## config.mk

```make
export PLATFORM = sky130hd
export DESIGN_NAME = seg_xlate
export DESIGN_NICKNAME = d
export VERILOG_FILES = /design/src/rtl/seg_xlate_pkg.sv /design/src/rtl/seg_desc_table.sv /design/src/rtl/seg_fault_eval.sv /design/src/rtl/seg_xlate.sv
export SDC_FILE = /design/constraint.sdc
export NUM_CORES = 1
export LEC_CHECK = 0
export ABC_AREA = 1
export BUFFER_PORTS_ARGS = -buffer_cell sky130_fd_sc_hd__buf_4
export CELL_PAD_IN_SITES_DETAIL_PLACEMENT = 1
export CELL_PAD_IN_SITES_GLOBAL_PLACEMENT = 2
export CORE_ASPECT_RATIO = 0.8
export CORE_MARGIN = 3
export CORE_UTILIZATION = 38
export CTS_CLUSTER_SIZE = 20
export DETAILED_ROUTE_END_ITERATION = 8
export PLACE_DENSITY = 0.89
export SLEW_MARGIN = 20
export SYNTH_ARGS = -nofsm -noshare
export SYNTH_HDL_FRONTEND = slang
export SYNTH_HIERARCHICAL = 1
export SYNTH_SLANG_ARGS = --single-unit
export TNS_END_PERCENT = 50
```

## constraint.sdc

```tcl
create_clock -name clk -period 3 [get_ports clk]
set_input_delay 0.3 -clock clk [delete_from_list [all_inputs] [get_ports clk]]
set_output_delay 0.3 -clock clk [all_outputs]
set_load 0.05 [all_outputs]
```

## src/rtl/seg_xlate_pkg.sv

```systemverilog
// Shared codes for the segment translator.
// Assumes: two-bit fault and access codes, three permission bits.
package seg_xlate_pkg;
    typedef enum logic [1:0] {
        FLT_NONE    = 2'd0,
        FLT_MISSING = 2'd1,
        FLT_RANGE   = 2'd2,
        FLT_PROT    = 2'd3
    } fault_e;

    typedef enum logic [1:0] {
        ACC_READ  = 2'd0,
        ACC_WRITE = 2'd1,
        ACC_EXEC  = 2'd2,
        ACC_RMW   = 2'd3
    } acc_e;

    localparam int PERM_W   = 3;
    localparam int PERM_RD  = 0;
    localparam int PERM_WR  = 1;
    localparam int PERM_EX  = 2;
endpackage

```

## src/rtl/seg_desc_table.sv

```systemverilog
// Descriptor storage: one register set per segment, written one entry per cycle.
// Read is combinational, so a write becomes visible on the cycle after it.
// Assumes: reset clears every present flag.
module seg_desc_table #(
    parameter int NUM_SEG = 8,
    parameter int SEG_W   = 3,
    parameter int BASE_W  = 24,
    parameter int LEN_W   = 17,
    parameter int PERM_W  = 3
) (
    input  logic              clk,
    input  logic              rst_n,
    input  logic              wr_en,
    input  logic [SEG_W-1:0]  wr_sel,
    input  logic              wr_present,
    input  logic [BASE_W-1:0] wr_base,
    input  logic [LEN_W-1:0]  wr_len,
    input  logic [PERM_W-1:0] wr_perm,
    input  logic [SEG_W-1:0]  rd_sel,
    output logic              rd_present,
    output logic [BASE_W-1:0] rd_base,
    output logic [LEN_W-1:0]  rd_len,
    output logic [PERM_W-1:0] rd_perm
);
    logic [NUM_SEG-1:0] ent_present;
    logic [BASE_W-1:0]  ent_base [NUM_SEG];
    logic [LEN_W-1:0]   ent_len  [NUM_SEG];
    logic [PERM_W-1:0]  ent_perm [NUM_SEG];

    for (genvar g = 0; g < NUM_SEG; g++) begin : g_ent
        // Hold one descriptor; load it when this entry is selected.
        always_ff @(posedge clk) begin
            if (!rst_n) begin
                ent_present[g] <= 1'b0;
                ent_base[g]    <= '0;
                ent_len[g]     <= '0;
                ent_perm[g]    <= '0;
            end else if (wr_en && (wr_sel == SEG_W'(g))) begin
                ent_present[g] <= wr_present;
                ent_base[g]    <= wr_base;
                ent_len[g]     <= wr_len;
                ent_perm[g]    <= wr_perm;
            end
        end
    end

    // Select the descriptor addressed by the request.
    always_comb begin
        rd_present = ent_present[rd_sel];
        rd_base    = ent_base[rd_sel];
        rd_len     = ent_len[rd_sel];
        rd_perm    = ent_perm[rd_sel];
    end
endmodule

```

## src/rtl/seg_fault_eval.sv

```systemverilog
// Combinational check of one request against its descriptor.
// Picks the single highest-ranked fault and forms base + displacement.
// Assumes: the length is one bit wider than the displacement.
module seg_fault_eval
    import seg_xlate_pkg::*;
#(
    parameter int DISP_W = 16,
    parameter int BASE_W = 24,
    parameter int LEN_W  = DISP_W + 1
) (
    input  logic              present,
    input  logic [BASE_W-1:0] base,
    input  logic [LEN_W-1:0]  len,
    input  logic [PERM_W-1:0] perm,
    input  logic [DISP_W-1:0] disp,
    input  logic [1:0]        acc,
    output logic [1:0]        fault,
    output logic [BASE_W-1:0] paddr
);
    logic in_range;
    logic allowed;

    // The displacement must be strictly below the segment length.
    always_comb in_range = ({1'b0, disp} < len);

    // Map the access code onto the permission bits it needs.
    always_comb begin
        unique case (acc_e'(acc))
            ACC_READ:  allowed = perm[PERM_RD];
            ACC_WRITE: allowed = perm[PERM_WR];
            ACC_EXEC:  allowed = perm[PERM_EX];
            default:   allowed = perm[PERM_RD] & perm[PERM_WR];
        endcase
    end

    // Pick the highest-ranked fault; give an address only when there is none.
    always_comb begin
        paddr = '0;
        if (!present)       fault = FLT_MISSING;
        else if (!in_range) fault = FLT_RANGE;
        else if (!allowed)  fault = FLT_PROT;
        else begin
            fault = FLT_NONE;
            paddr = base + BASE_W'(disp);
        end
    end
endmodule

```

## src/rtl/seg_xlate.sv

```systemverilog
// Top of the segment translator: descriptor table, fault check and the
// one-cycle response register.
// Assumes: one request per cycle and no back-pressure on the response.
module seg_xlate
    import seg_xlate_pkg::*;
#(
    parameter int NUM_SEG = 8,
    parameter int DISP_W  = 16,
    parameter int BASE_W  = 24,
    localparam int SEG_W  = $clog2(NUM_SEG),
    localparam int LEN_W  = DISP_W + 1
) (
    input  logic              clk,
    input  logic              rst_n,
    input  logic              cfg_we,
    input  logic [SEG_W-1:0]  cfg_sel,
    input  logic              cfg_present,
    input  logic [BASE_W-1:0] cfg_base,
    input  logic [LEN_W-1:0]  cfg_len,
    input  logic [2:0]        cfg_perm,
    input  logic              req_valid,
    input  logic [SEG_W-1:0]  req_seg,
    input  logic [DISP_W-1:0] req_disp,
    input  logic [1:0]        req_acc,
    output logic              rsp_valid,
    output logic [1:0]        rsp_fault,
    output logic [BASE_W-1:0] rsp_paddr
);
    logic              d_present;
    logic [BASE_W-1:0] d_base;
    logic [LEN_W-1:0]  d_len;
    logic [PERM_W-1:0] d_perm;
    logic [1:0]        nxt_fault;
    logic [BASE_W-1:0] nxt_paddr;

    seg_desc_table #(
        .NUM_SEG(NUM_SEG), .SEG_W(SEG_W), .BASE_W(BASE_W),
        .LEN_W(LEN_W), .PERM_W(PERM_W)
    ) u_table (
        .clk(clk), .rst_n(rst_n),
        .wr_en(cfg_we), .wr_sel(cfg_sel), .wr_present(cfg_present),
        .wr_base(cfg_base), .wr_len(cfg_len), .wr_perm(cfg_perm),
        .rd_sel(req_seg),
        .rd_present(d_present), .rd_base(d_base),
        .rd_len(d_len), .rd_perm(d_perm)
    );

    seg_fault_eval #(
        .DISP_W(DISP_W), .BASE_W(BASE_W), .LEN_W(LEN_W)
    ) u_eval (
        .present(d_present), .base(d_base), .len(d_len), .perm(d_perm),
        .disp(req_disp), .acc(req_acc),
        .fault(nxt_fault), .paddr(nxt_paddr)
    );

    // Register the response; the fields are zero when there is no request.
    always_ff @(posedge clk) begin
        if (!rst_n) begin
            rsp_valid <= 1'b0;
            rsp_fault <= FLT_NONE;
            rsp_paddr <= '0;
        end else begin
            rsp_valid <= req_valid;
            rsp_fault <= req_valid ? nxt_fault : FLT_NONE;
            rsp_paddr <= req_valid ? nxt_paddr : '0;
        end
    end
endmodule

```

Yosys cells after proc, flatten, opt, wreduce, memory -nomap -nowiden
Memory sizes are Yosys's and may differ from the RTL's.
Cells that the tools add are included.
{"block": "totals", "register_bits": 35, "ram_bits": 352, "in_bits": 73, "output_inout_bits": 27, "word_cells": 120, "n_memories": 3}
{"name": "u_table.ent_base", "words": 8, "width": 24, "rd": 1, "rd_clocked_by_memory_dff": 0, "write_ports": 8, "line_no": "seg_desc_table.sv:26", "source": "logic [BASE_W-1:0] ent_base [NUM_SEG];"}
{"name": "u_table.ent_len", "words": 8, "width": 17, "rd": 1, "rd_clocked_by_memory_dff": 0, "write_ports": 8, "line_no": "seg_desc_table.sv:27", "source": "logic [LEN_W-1:0] ent_len [NUM_SEG];"}
{"name": "u_table.ent_perm", "words": 8, "width": 3, "rd": 1, "rd_clocked_by_memory_dff": 0, "write_ports": 8, "line_no": "seg_desc_table.sv:28", "source": "logic [PERM_W-1:0] ent_perm [NUM_SEG];"}
{"block": "classes", "addsub": 1, "n_lt_le_gt_ge": 2, "n_eq_ne": 9, "mux": 55, "n_bitwise": 25, "n_reduce_logical": 13}
{"op": "24-bit two-way mux", "count": 8}
{"op": "17-bit two-way mux", "count": 8}
{"op": "1-bit two-way mux", "count": 27}
{"op": "24-bit by 16-bit adder with 24-bit output", "count": 1}
{"op": "3-bit two-way mux", "count": 8}
{"op": "1-bit OR", "count": 24}
{"op": "16-bit by 17-bit < comparator with 1-bit output", "count": 1}
{"op": "3-bit == test (second input constant)", "count": 4}
{"op": "1-bit logical AND", "count": 8}
{"op": "3-bit by 2-bit == test with 1-bit output (second input constant)", "count": 2}
{"op": "5-bit AND reduction", "count": 1}
{"op": "3-bit by 4-bit < comparator with 1-bit output (second input constant)", "count": 1}
{"op": "2-bit two-way mux", "count": 2}
{"op": "1-bit binary-select mux with 3-bit select", "count": 1}
{"op": "3-bit by 1-bit == test with 1-bit output (second input constant)", "count": 1}
{"op": "3-bit logical NOT", "count": 1}
{"op": "1-bit case mux with 3 select lines", "count": 1}
{"op": "3-bit AND reduction", "count": 1}
{"op": "2-bit by 1-bit == test with 1-bit output (second input constant)", "count": 1}
{"op": "2-bit == test (second input constant)", "count": 1}
{"op": "2-bit logical NOT", "count": 1}
{"op": "2-bit AND reduction", "count": 1}
{"op": "1-bit bitwise AND", "count": 1}

Depth between registers and ports, before layout
Gate-level depths: netlist (run 1).
{"block": "depth", "ltp_word": 6, "ltp_mapped": 24, "depth_no_buf": 21}

Hierarchy
The synthesis (run 1) kept the hierarchy.
{"module": "seg_desc_table", "n_inst": 1, "cells_per_inst": 2038, "area_each_um2": 17829.6, "seq_area_each_um2": 10730.3}
{"module": "seg_fault_eval", "n_inst": 1, "cells_per_inst": 398, "area_each_um2": 2107.0, "seq_area_each_um2": 0.0}
{"module": "seg_xlate", "n_inst": 1, "cells_per_inst": 83, "area_each_um2": 768.2, "seq_area_each_um2": 540.5}

Worst setup path before layout (run 1)
Ideal clock, no wire load.
{"block": "synth_path", "kind": "input port to flip-flop", "from": "in req_seg[0]", "to": "reg rsp_paddr[12]", "setup_time_ns": 0.064, "arrival_ns": 2.496, "slack_ns": 0.441, "cell_stages": 22, "cell_sequence": "buf_4 inv_4 buf_6 buf_2 nand2_1 nand3_1 nand2_1 nand2_1 nand2_1 ha_1 fa_1 inv_1 nor2_1 nor2_2 nor2_2 nand2_1 nand3_2 nand2_1 inv_1 nor3_1 inv_1 nor2_1"}
{"block": "synth_via", "elab_cells_between_ends": 10, "classes_between": "1 x add/sub; 1 x order compare; 3 x mux; 1 x bitwise; 1 x reduce/logical; 3 x memory"}
{"element": "from (decl)", "line_no": "seg_xlate.sv:22", "source": "input logic [SEG_W-1:0] req_seg,"}
{"element": "memory read 8 x 24 bit"}
{"element": "named net d_base[0]", "line_no": "seg_xlate.sv:30", "source": "logic [BASE_W-1:0] d_base;"}
{"element": "24-bit by 16-bit adder with 24-bit output", "line_no": "seg_fault_eval.sv:44", "source": "paddr = base + BASE_W'(disp);"}
{"element": "to (signal assigned)", "line_no": "seg_xlate.sv:65", "source": "rsp_paddr <= req_valid ? nxt_paddr : '0;"}
{"element": "to (decl)", "line_no": "seg_xlate.sv:27", "source": "output logic [BASE_W-1:0] rsp_paddr"}
The timed path passes the listed nets, and every way through them passes these cells. The select of a mux whose other input is x is not followed.
A chain may end at the register's enable or synchronous reset.

Worst setup path in the final report (run 1)
{"block": "layout_path", "from": "mem u_table.ent_base[5][6]", "to": "reg rsp_paddr[15]"}
{"block": "layout_via", "elab_chain_len": 2}
{"element": "from (decl)", "line_no": "seg_desc_table.sv:26"}
{"element": "memory read 8 x 24 bit"}
{"element": "named net d_base[6]", "line_no": "seg_xlate.sv:30"}
{"element": "24-bit by 16-bit adder with 24-bit output", "line_no": "seg_fault_eval.sv:44"}
The timed path passes the listed nets, and every way through them passes these cells.

==> results.json, run 1 <==
{
  "drive_above_1_share_pct": 13.85,
  "synth_largest_area_cell": "edfxtp_1",
  "min_to": "u_table/ent_perm[7][0]$_SDFFCE_PN0P_",
  "cts_tree": "built",
  "min_period_over_period_pct": 84.77,
  "holdPathStages": 3,
  "post-cts-setup-buffers": 0,
  "syn_inst": 2519,
  "wirelength_microns": 65760,
  "syn_nets": 2624,
  "gr-max-usage-layer": "met2",
  "ctsHoldBuffers": 0,
  "fp.dieH_microns": 214.8,
  "finClkSkew_ns": 0.02118,
  "place_inst": 3290,
  "rrSetupSlack_ns": 0.46,
  "worst_slew_pin_slew_ns": 0.8394,
  "multi_input_area_sq_um": 6802,
  "pre_cts_ws_ns": -0.02277,
  "setup_viol": 0,
  "fill_cells": 6333,
  "rsz0062_at_grt": "no",
  "wl_per_cell_microns": 19.51,
  "synth_warnings": 6,
  "finalHoldViolCount": 0,
  "ys.flop_type": "edfxtp_1",
  "maxCapViolCount": 0,
  "clock_latency_ns": 0.58,
  "antenna_found_initial": 0,
  "drt_iter0_markers": 1112,
  "ir_drop_mv": 0.3809,
  "fmax_ghz": 0.3932,
  "vias": 16631,
  "synth_top_area_share_pct": 51.05,
  "initial_core_util_pct": 38.98,
  "die_w_microns": 267.0,
  "h-tree-depth": 2,
  "dr.pass1.iters": 5,
  "ys_seq_area_share_pct": 54.44,
  "place_congestion": 0.9061,
  "synth-seq-cells": 387,
  "met2_usage_pct": 39.69,
  "io_pins": 100,
  "cts_root_buffer": "clkbuf_16",
  "synthArstFlopShare_pct": 0,
  "drc": 0,
  "core_area_sq_um": 53110,
  "dp_hpwl_microns": 42160,
  "grt_pass1_wl_microns": 101800,
  "ant_nets": 0,
  "reg2regPathDepth": 17,
  "synth_edf_count": 352,
  "synth_cell_types": 35,
  "criticalPathCategory": "reg2reg",
  "r2r-end": "rsp_paddr[15]$_SDFF_PN0_",
  "grt_overflow": 0,
  "arrival_ns": 2.98,
  "syn_area_sq_um": 20700,
  "worst_r2r_startpoint": "u_table/ent_base[5][6]$_SDFFCE_PN0P_",
  "min_from": "cfg_perm[0]",
  "use_met1_pct": 31.57,
  "yosys.cell_count.top_type": "nand2_1",
  "synth_area_leaders": "edfxtp_1 (51%), nand2_1 (13%), inv_1 (9.2%)",
  "avgViaCountPerCell": 4.934,
  "cts_buffer_depth": 3,
  "io_buffers": 99,
  "cts_sinks": 387,
  "grt_use_met3_pct": 2.653,
  "dieArea_sq_um": 57340,
  "cp-start-kind": "flop",
  "clk_pin_slew_ns": 0.06,
  "grt_max_degree": 69,
  "finalMaxSlewViolations": 0,
  "final_nets": 2748,
  "hold_path.class": "in2reg",
  "antennaDiodeCount": 0,
  "hold_ws_ns": 0.1423,
  "rows": 75,
  "yosys-top-cells-count": "nand2_1 (744), inv_1 (507), nor2_1 (380), edfxtp_1 (352), nand3_1 (202)",
  "cts_made_buffers": 44,
  "grt_util_all_layers_pct": 23.17,
  "period_needed_ns": 2.543,
  "cts_resized": 0,
  "worst_slack_ns": 0.4568,
  "area_delta_synth_final_pct": 15.52,
  "regArea_sq_um": 11270,
  "avgSynthCellArea_sq_um": 8.219,
  "leakagePower_nw": 11.54,
  "cp_max_fo": 4,
  "crit_required_ns": 3.44,
  "powerDensity_nw_per_um2": 575.6,
  "cp-end-kind": "flop",
  "grt_pass1_vias": 17796,
  "status": "completed",
  "final_cells": 3371,
  "relSlewSlack_pct": 44.04
}
stage by stage:
stage          utilization, %  area (sq um)  total power (W)  setup TNS, ns
4_1_cts                 45.03         23920          0.01392              0
3_3_place_gp            42.33         22480         0.008360              0
5_1_grt                 45.03         23920          0.01438              0
3_5_place_dp            42.33         22480         0.008448       -0.02737
6_report                45.03         23920          0.01377              0
2_1_floorplan               -         20700         0.007633              0
power by group:
part / switching (W) / internal, W
combinational: 0.00138 / 0.000653
clock: 0.00229 / 0.00314
sequential: 0.0000903 / 0.00621
total: 0.00376 / 0.0100
cells in the final DEF (no fill, tap or decap), types with 2 or more instances in the layout:
cell / n
o21ai_0: 11
nor2_4: 8
inv_2: 9
nand3_1: 202
nand3_4: 8
a21oi_1: 14
nand3_2: 4
xnor2_1: 8
clkinv_2: 9
a21oi_2: 3
and2_1: 2
nor2_2: 66
clkbuf_16: 44
inv_1: 507
edfxtp_1: 352
ha_1: 31
clkinvlp_4: 4
dfxtp_1: 35
nor2_1: 380
bufinv_16: 5
nand2_1: 736
nor3_1: 5
o22ai_1: 2
nand3b_4: 2
xor2_1: 3
nand2_2: 18
clkinv_1: 10
buf_12: 18
clkbuf_1: 5
buf_4: 165
sequential cells by signal, indices dropped and copies added (netlist names):
signal,flops
u_table/ent_len,136
u_table/ent_base,192
u_table/ent_present,8
rsp_paddr,24
u_table/ent_perm,24
rsp_valid,1
rsp_fault,2
worst max-delay path: stages, from the launching register on:
cell	delay, ns
edfxtp_1	0.36
inv_1	0.08
nand2_1	0.06
nand3_1	0.09
nand2_1	0.05
nand2_1	0.05
nand2_1	0.12
ha_1	0.41
nand2_2	0.17
inv_1	0.08
a21oi_2	0.16
nand2_2	0.12
nand3_1	0.09
nand2_1	0.07
xnor2_1	0.32
nor2_2	0.05
inv_1	0.06
nor2_1	0.04
cells by family after synthesis:
logic type               synth area share (%)
AO/OA/AOI/OAI                          0.8702
XOR/XNOR                               0.4653
adder cells (fa/ha/maj)                 1.970
buffers and inverters                   12.81
flip-flops                              54.44
AND/OR/NAND/NOR                         29.45
final cells by class:
| cell class | instances | area share, % |
|---|---|---|
| Timing Repair Buffer | 183 | 6.685 |
| Inverter | 517 | 8.124 |
| Clock inverter | 32 | 1.324 |
| Tap cell | 693 | 3.625 |
| Clock buffer | 49 | 4.682 |
| Sequential cell | 387 | 47.12 |
| Multi-Input combinational cell | 1510 | 28.44 |
worst max-delay path by stage:
stage	start	end	slack (ns)	depth (start not counted)
after CTS	u_table/ent_base[5][6]$_SDFFCE_PN0P_	rsp_paddr[15]$_SDFF_PN0_	0.49	17
after detailed placement	req_seg[0]	rsp_paddr[15]$_SDFF_PN0_	-0.02	19
after global placement	req_seg[0]	rsp_paddr[15]$_SDFF_PN0_	0.02	19
after global routing	u_table/ent_len[3][4]$_SDFFCE_PN0P_	rsp_paddr[20]$_SDFF_PN0_	0.23	21
final	u_table/ent_base[5][6]$_SDFFCE_PN0P_	rsp_paddr[15]$_SDFF_PN0_	0.46	17
after floorplan	req_seg[0]	rsp_paddr[12]$_SDFF_PN0_	0.44	22
routing by layer:
layer	vias to the layer above	routed length (microns)
met2	390	31600
met5	-	0
met3	78	3119
li1	7905	-
met1	8258	29830
met4	0	1207
No activity file was read; power rests on OpenSTA's default activity.
==> run 2: changes to the inputs <==
Settings changed: CORE_UTILIZATION 38 to 34, PLACE_DENSITY 0.89 to 0.85.
Clock period 3 ns to 2.3 ns, I/O delays scaled along.
==> results.json, run 2 (synthesis results as in run 1) <==
{
  "worst_slew_pin_slew_ns": 0.8306,
  "regMostFlops": "u_table/ent_base",
  "min_period_over_period_pct": 101.7,
  "grt_pass1_wl_microns": 103400,
  "io_pins": 100,
  "dr.pass1.iters": 5,
  "holdPathStages": 3,
  "area_delta_synth_final_pct": 20.61,
  "h-tree-depth": 2,
  "final_cells": 3499,
  "core_area_sq_um": 59960,
  "powerDensity_nw_per_um2": 728.8,
  "initial_core_util_pct": 34.53,
  "grt_max_degree": 49,
  "final_nets": 2795,
  "die_w_microns": 281.9,
  "cts_tree": "built",
  "grt_util_all_layers_pct": 21.42,
  "drt_iter0_markers": 1033,
  "maxCapViolCount": 0,
  "cts_sinks": 387,
  "min_to": "u_table/ent_present[5]$_SDFFE_PN0P_",
  "worst_r2r_startpoint": "u_table/ent_len[4][10]$_SDFFCE_PN0P_",
  "ir_drop_mv": 0.4964,
  "wl_per_cell_microns": 19.38,
  "final_common_cell": "nand2_1",
  "cts_made_buffers": 43,
  "reg2regPathDepth": 21,
  "wirelength_microns": 67800,
  "slowest_stage": "edfxtp_1",
  "layout_common_cells": "nand2_1 (711), inv_1 (500), nor2_1 (372), edfxtp_1 (352), buf_4 (196)",
  "cp-end-kind": "flop",
  "vias": 16862,
  "leakagePower_nw": 11.87,
  "antenna_found_initial": 0,
  "crit_family": "simple AND/OR/NAND/NOR gates",
  "cts_root_buffer": "clkbuf_16",
  "switchingPower_w": 0.004993,
  "place_congestion": 0.8490,
  "rsz0062_at_grt": "yes",
  "clock_latency_ns": 0.61,
  "cpMostUsedCell": "nand2_1",
  "p_comb_share_pct": 16.5,
  "finClkSkew_ns": 0.04301,
  "setup_tns_ns": -0.2991,
  "p_seq_share_pct": 45.2,
  "largest_register_ff_count": 192,
  "clk_pin_slew_ns": 0.06,
  "ctsHoldBuffers": 0,
  "placed_area_sq_um": 23080,
  "io_buffers": 99,
  "cp_max_fo": 17,
  "arrival_ns": 2.82,
  "drive_above_1_share_pct": 17.76,
  "path_buf_inv": 5,
  "hold_path.class": "in2reg",
  "rrSetupSlack_ns": -0.04,
  "stdcell_area_sq_um": 24970,
  "min_from": "cfg_present",
  "worstPathCellList": "inv_1, nand2_1, nand3_1, nand2_1, nand2_1, nand2_2, inv_2, ha_4, nand2_2, nand2_1, nand2_1, nand2_1, nand2_1, nand2_2, nor2_4, buf_4, nand4_4, buf_12, nor2_1, inv_1, nor2_1",
  "hold_ws_ns": 0.03879,
  "slowest_delay_ns": 0.37,
  "dp_hpwl_microns": 42890,
  "period_needed_ns": 2.340,
  "grt_pass1_vias": 17885,
  "internal_power_w": 0.01321,
  "r2r-end": "rsp_paddr[9]$_SDFF_PN0_",
  "clockPowerShare_pct": 38.3,
  "cp-start-kind": "flop",
  "dieArea_sq_um": 63910,
  "drc": 0,
  "antennaDiodeCount": 0,
  "place_inst": 3418,
  "fp.dieH_microns": 226.7,
  "avgViaCountPerCell": 4.819,
  "pre_cts_ws_ns": -0.6020,
  "crit_required_ns": 2.78,
  "relSlewSlack_pct": 44.63,
  "finalHoldViolCount": 0,
  "violations": "negative setup slack",
  "power_switching_share_pct": 27.44,
  "reg.largest.list": "u_table/ent_base: 192 flops, u_table/ent_len: 136 flops",
  "ant_nets": 0,
  "status": "finished, violations left",
  "grt_overflow": 0,
  "criticalPathCategory": "reg2reg",
  "worst_slack_ns": -0.03956,
  "finalMaxSlewViolations": 0,
  "setup_viol": 17,
  "rows": 80,
  "fill_cells": 7114,
  "fmax_ghz": 0.4274,
  "cts_buffer_depth": 3
}
## run 2: cell types whose count changed in the layout (fill, tap and decap cells not counted), sizes merged
cell,previous run,this run
clkinv,21,16
buf,183,231
clkinvlp,4,0
clkbuf,49,52
## run 2: final cells by class
class	instances	area, sq um	share of cell area (%)
clock buffers	52	1110	4.444
clock inverters	23	280.3	1.122
inverters	517	1948	7.801
multi-input cells	1510	7243	29.00
flip-flops and latches	387	11270	45.13
well taps	779	974.7	3.903
repair buffers	231	2146	8.593
## run 2: how the worst max path moves through the flow
stage | endpoint | cells past startpoint | start
final | rsp_paddr[9]$_SDFF_PN0_ | 21 | u_table/ent_len[4][10]$_SDFFCE_PN0P_
after global routing | rsp_paddr[21]$_SDFF_PN0_ | 21 | u_table/ent_len[4][10]$_SDFFCE_PN0P_
after CTS | rsp_paddr[22]$_SDFF_PN0_ | 21 | u_table/ent_len[4][10]$_SDFFCE_PN0P_
after detailed placement | rsp_paddr[2]$_SDFF_PN0_ | 19 | req_seg[0]
after global placement | rsp_paddr[11]$_SDFF_PN0_ | 19 | req_seg[0]
after floorplan | rsp_paddr[12]$_SDFF_PN0_ | 22 | req_seg[0]
## run 2: metal layers
metal	global-route usage (%)	share of wire, %	wire length [microns]
met1	29.12	46	30890
met2	35.98	47	31780
met3	3.191	5.4	3648
met4	5.345	2.2	1482
met5	0	0	0
## run 2: power groups by stage
stage	registers, W	logic (W)	clock network [W]
6_report	0.00822	0.00300	0.00698
3_3_place_gp	0.00835	0.00270	0
2_1_floorplan	0.00837	0.00159	0
3_5_place_dp	0.00837	0.00278	0
5_1_grt	0.00826	0.00331	0.00741
4_1_cts	0.00823	0.00289	0.00715
## run 2: stage by stage
step | power (W) | utilization, %
after floorplan | 0.009966 | -
after global placement | 0.01105 | 38.50
after detailed placement | 0.01115 | 38.50
after CTS | 0.01827 | 41.21
after global routing | 0.01899 | 41.65
final | 0.01820 | 41.65
## run 2: worst register-to-register path, delay by kind of cell (launching register included)
| kind | cells | cell delay, ns |
|---|---|---|
| buf+inv | 5 | 0.54 |
| fa+ha+maj | 1 | 0.22 |
| simple gates | 15 | 1.11 |
| flops | 1 | 0.37 |
## run 2: timing repair
action | 4_1_cts | 5_1_grt
buffers inserted | 5 | 1
pin swaps | 25 | 24
endpoints found under the setup margin | 25 | 26
resized for setup | 41 | 49
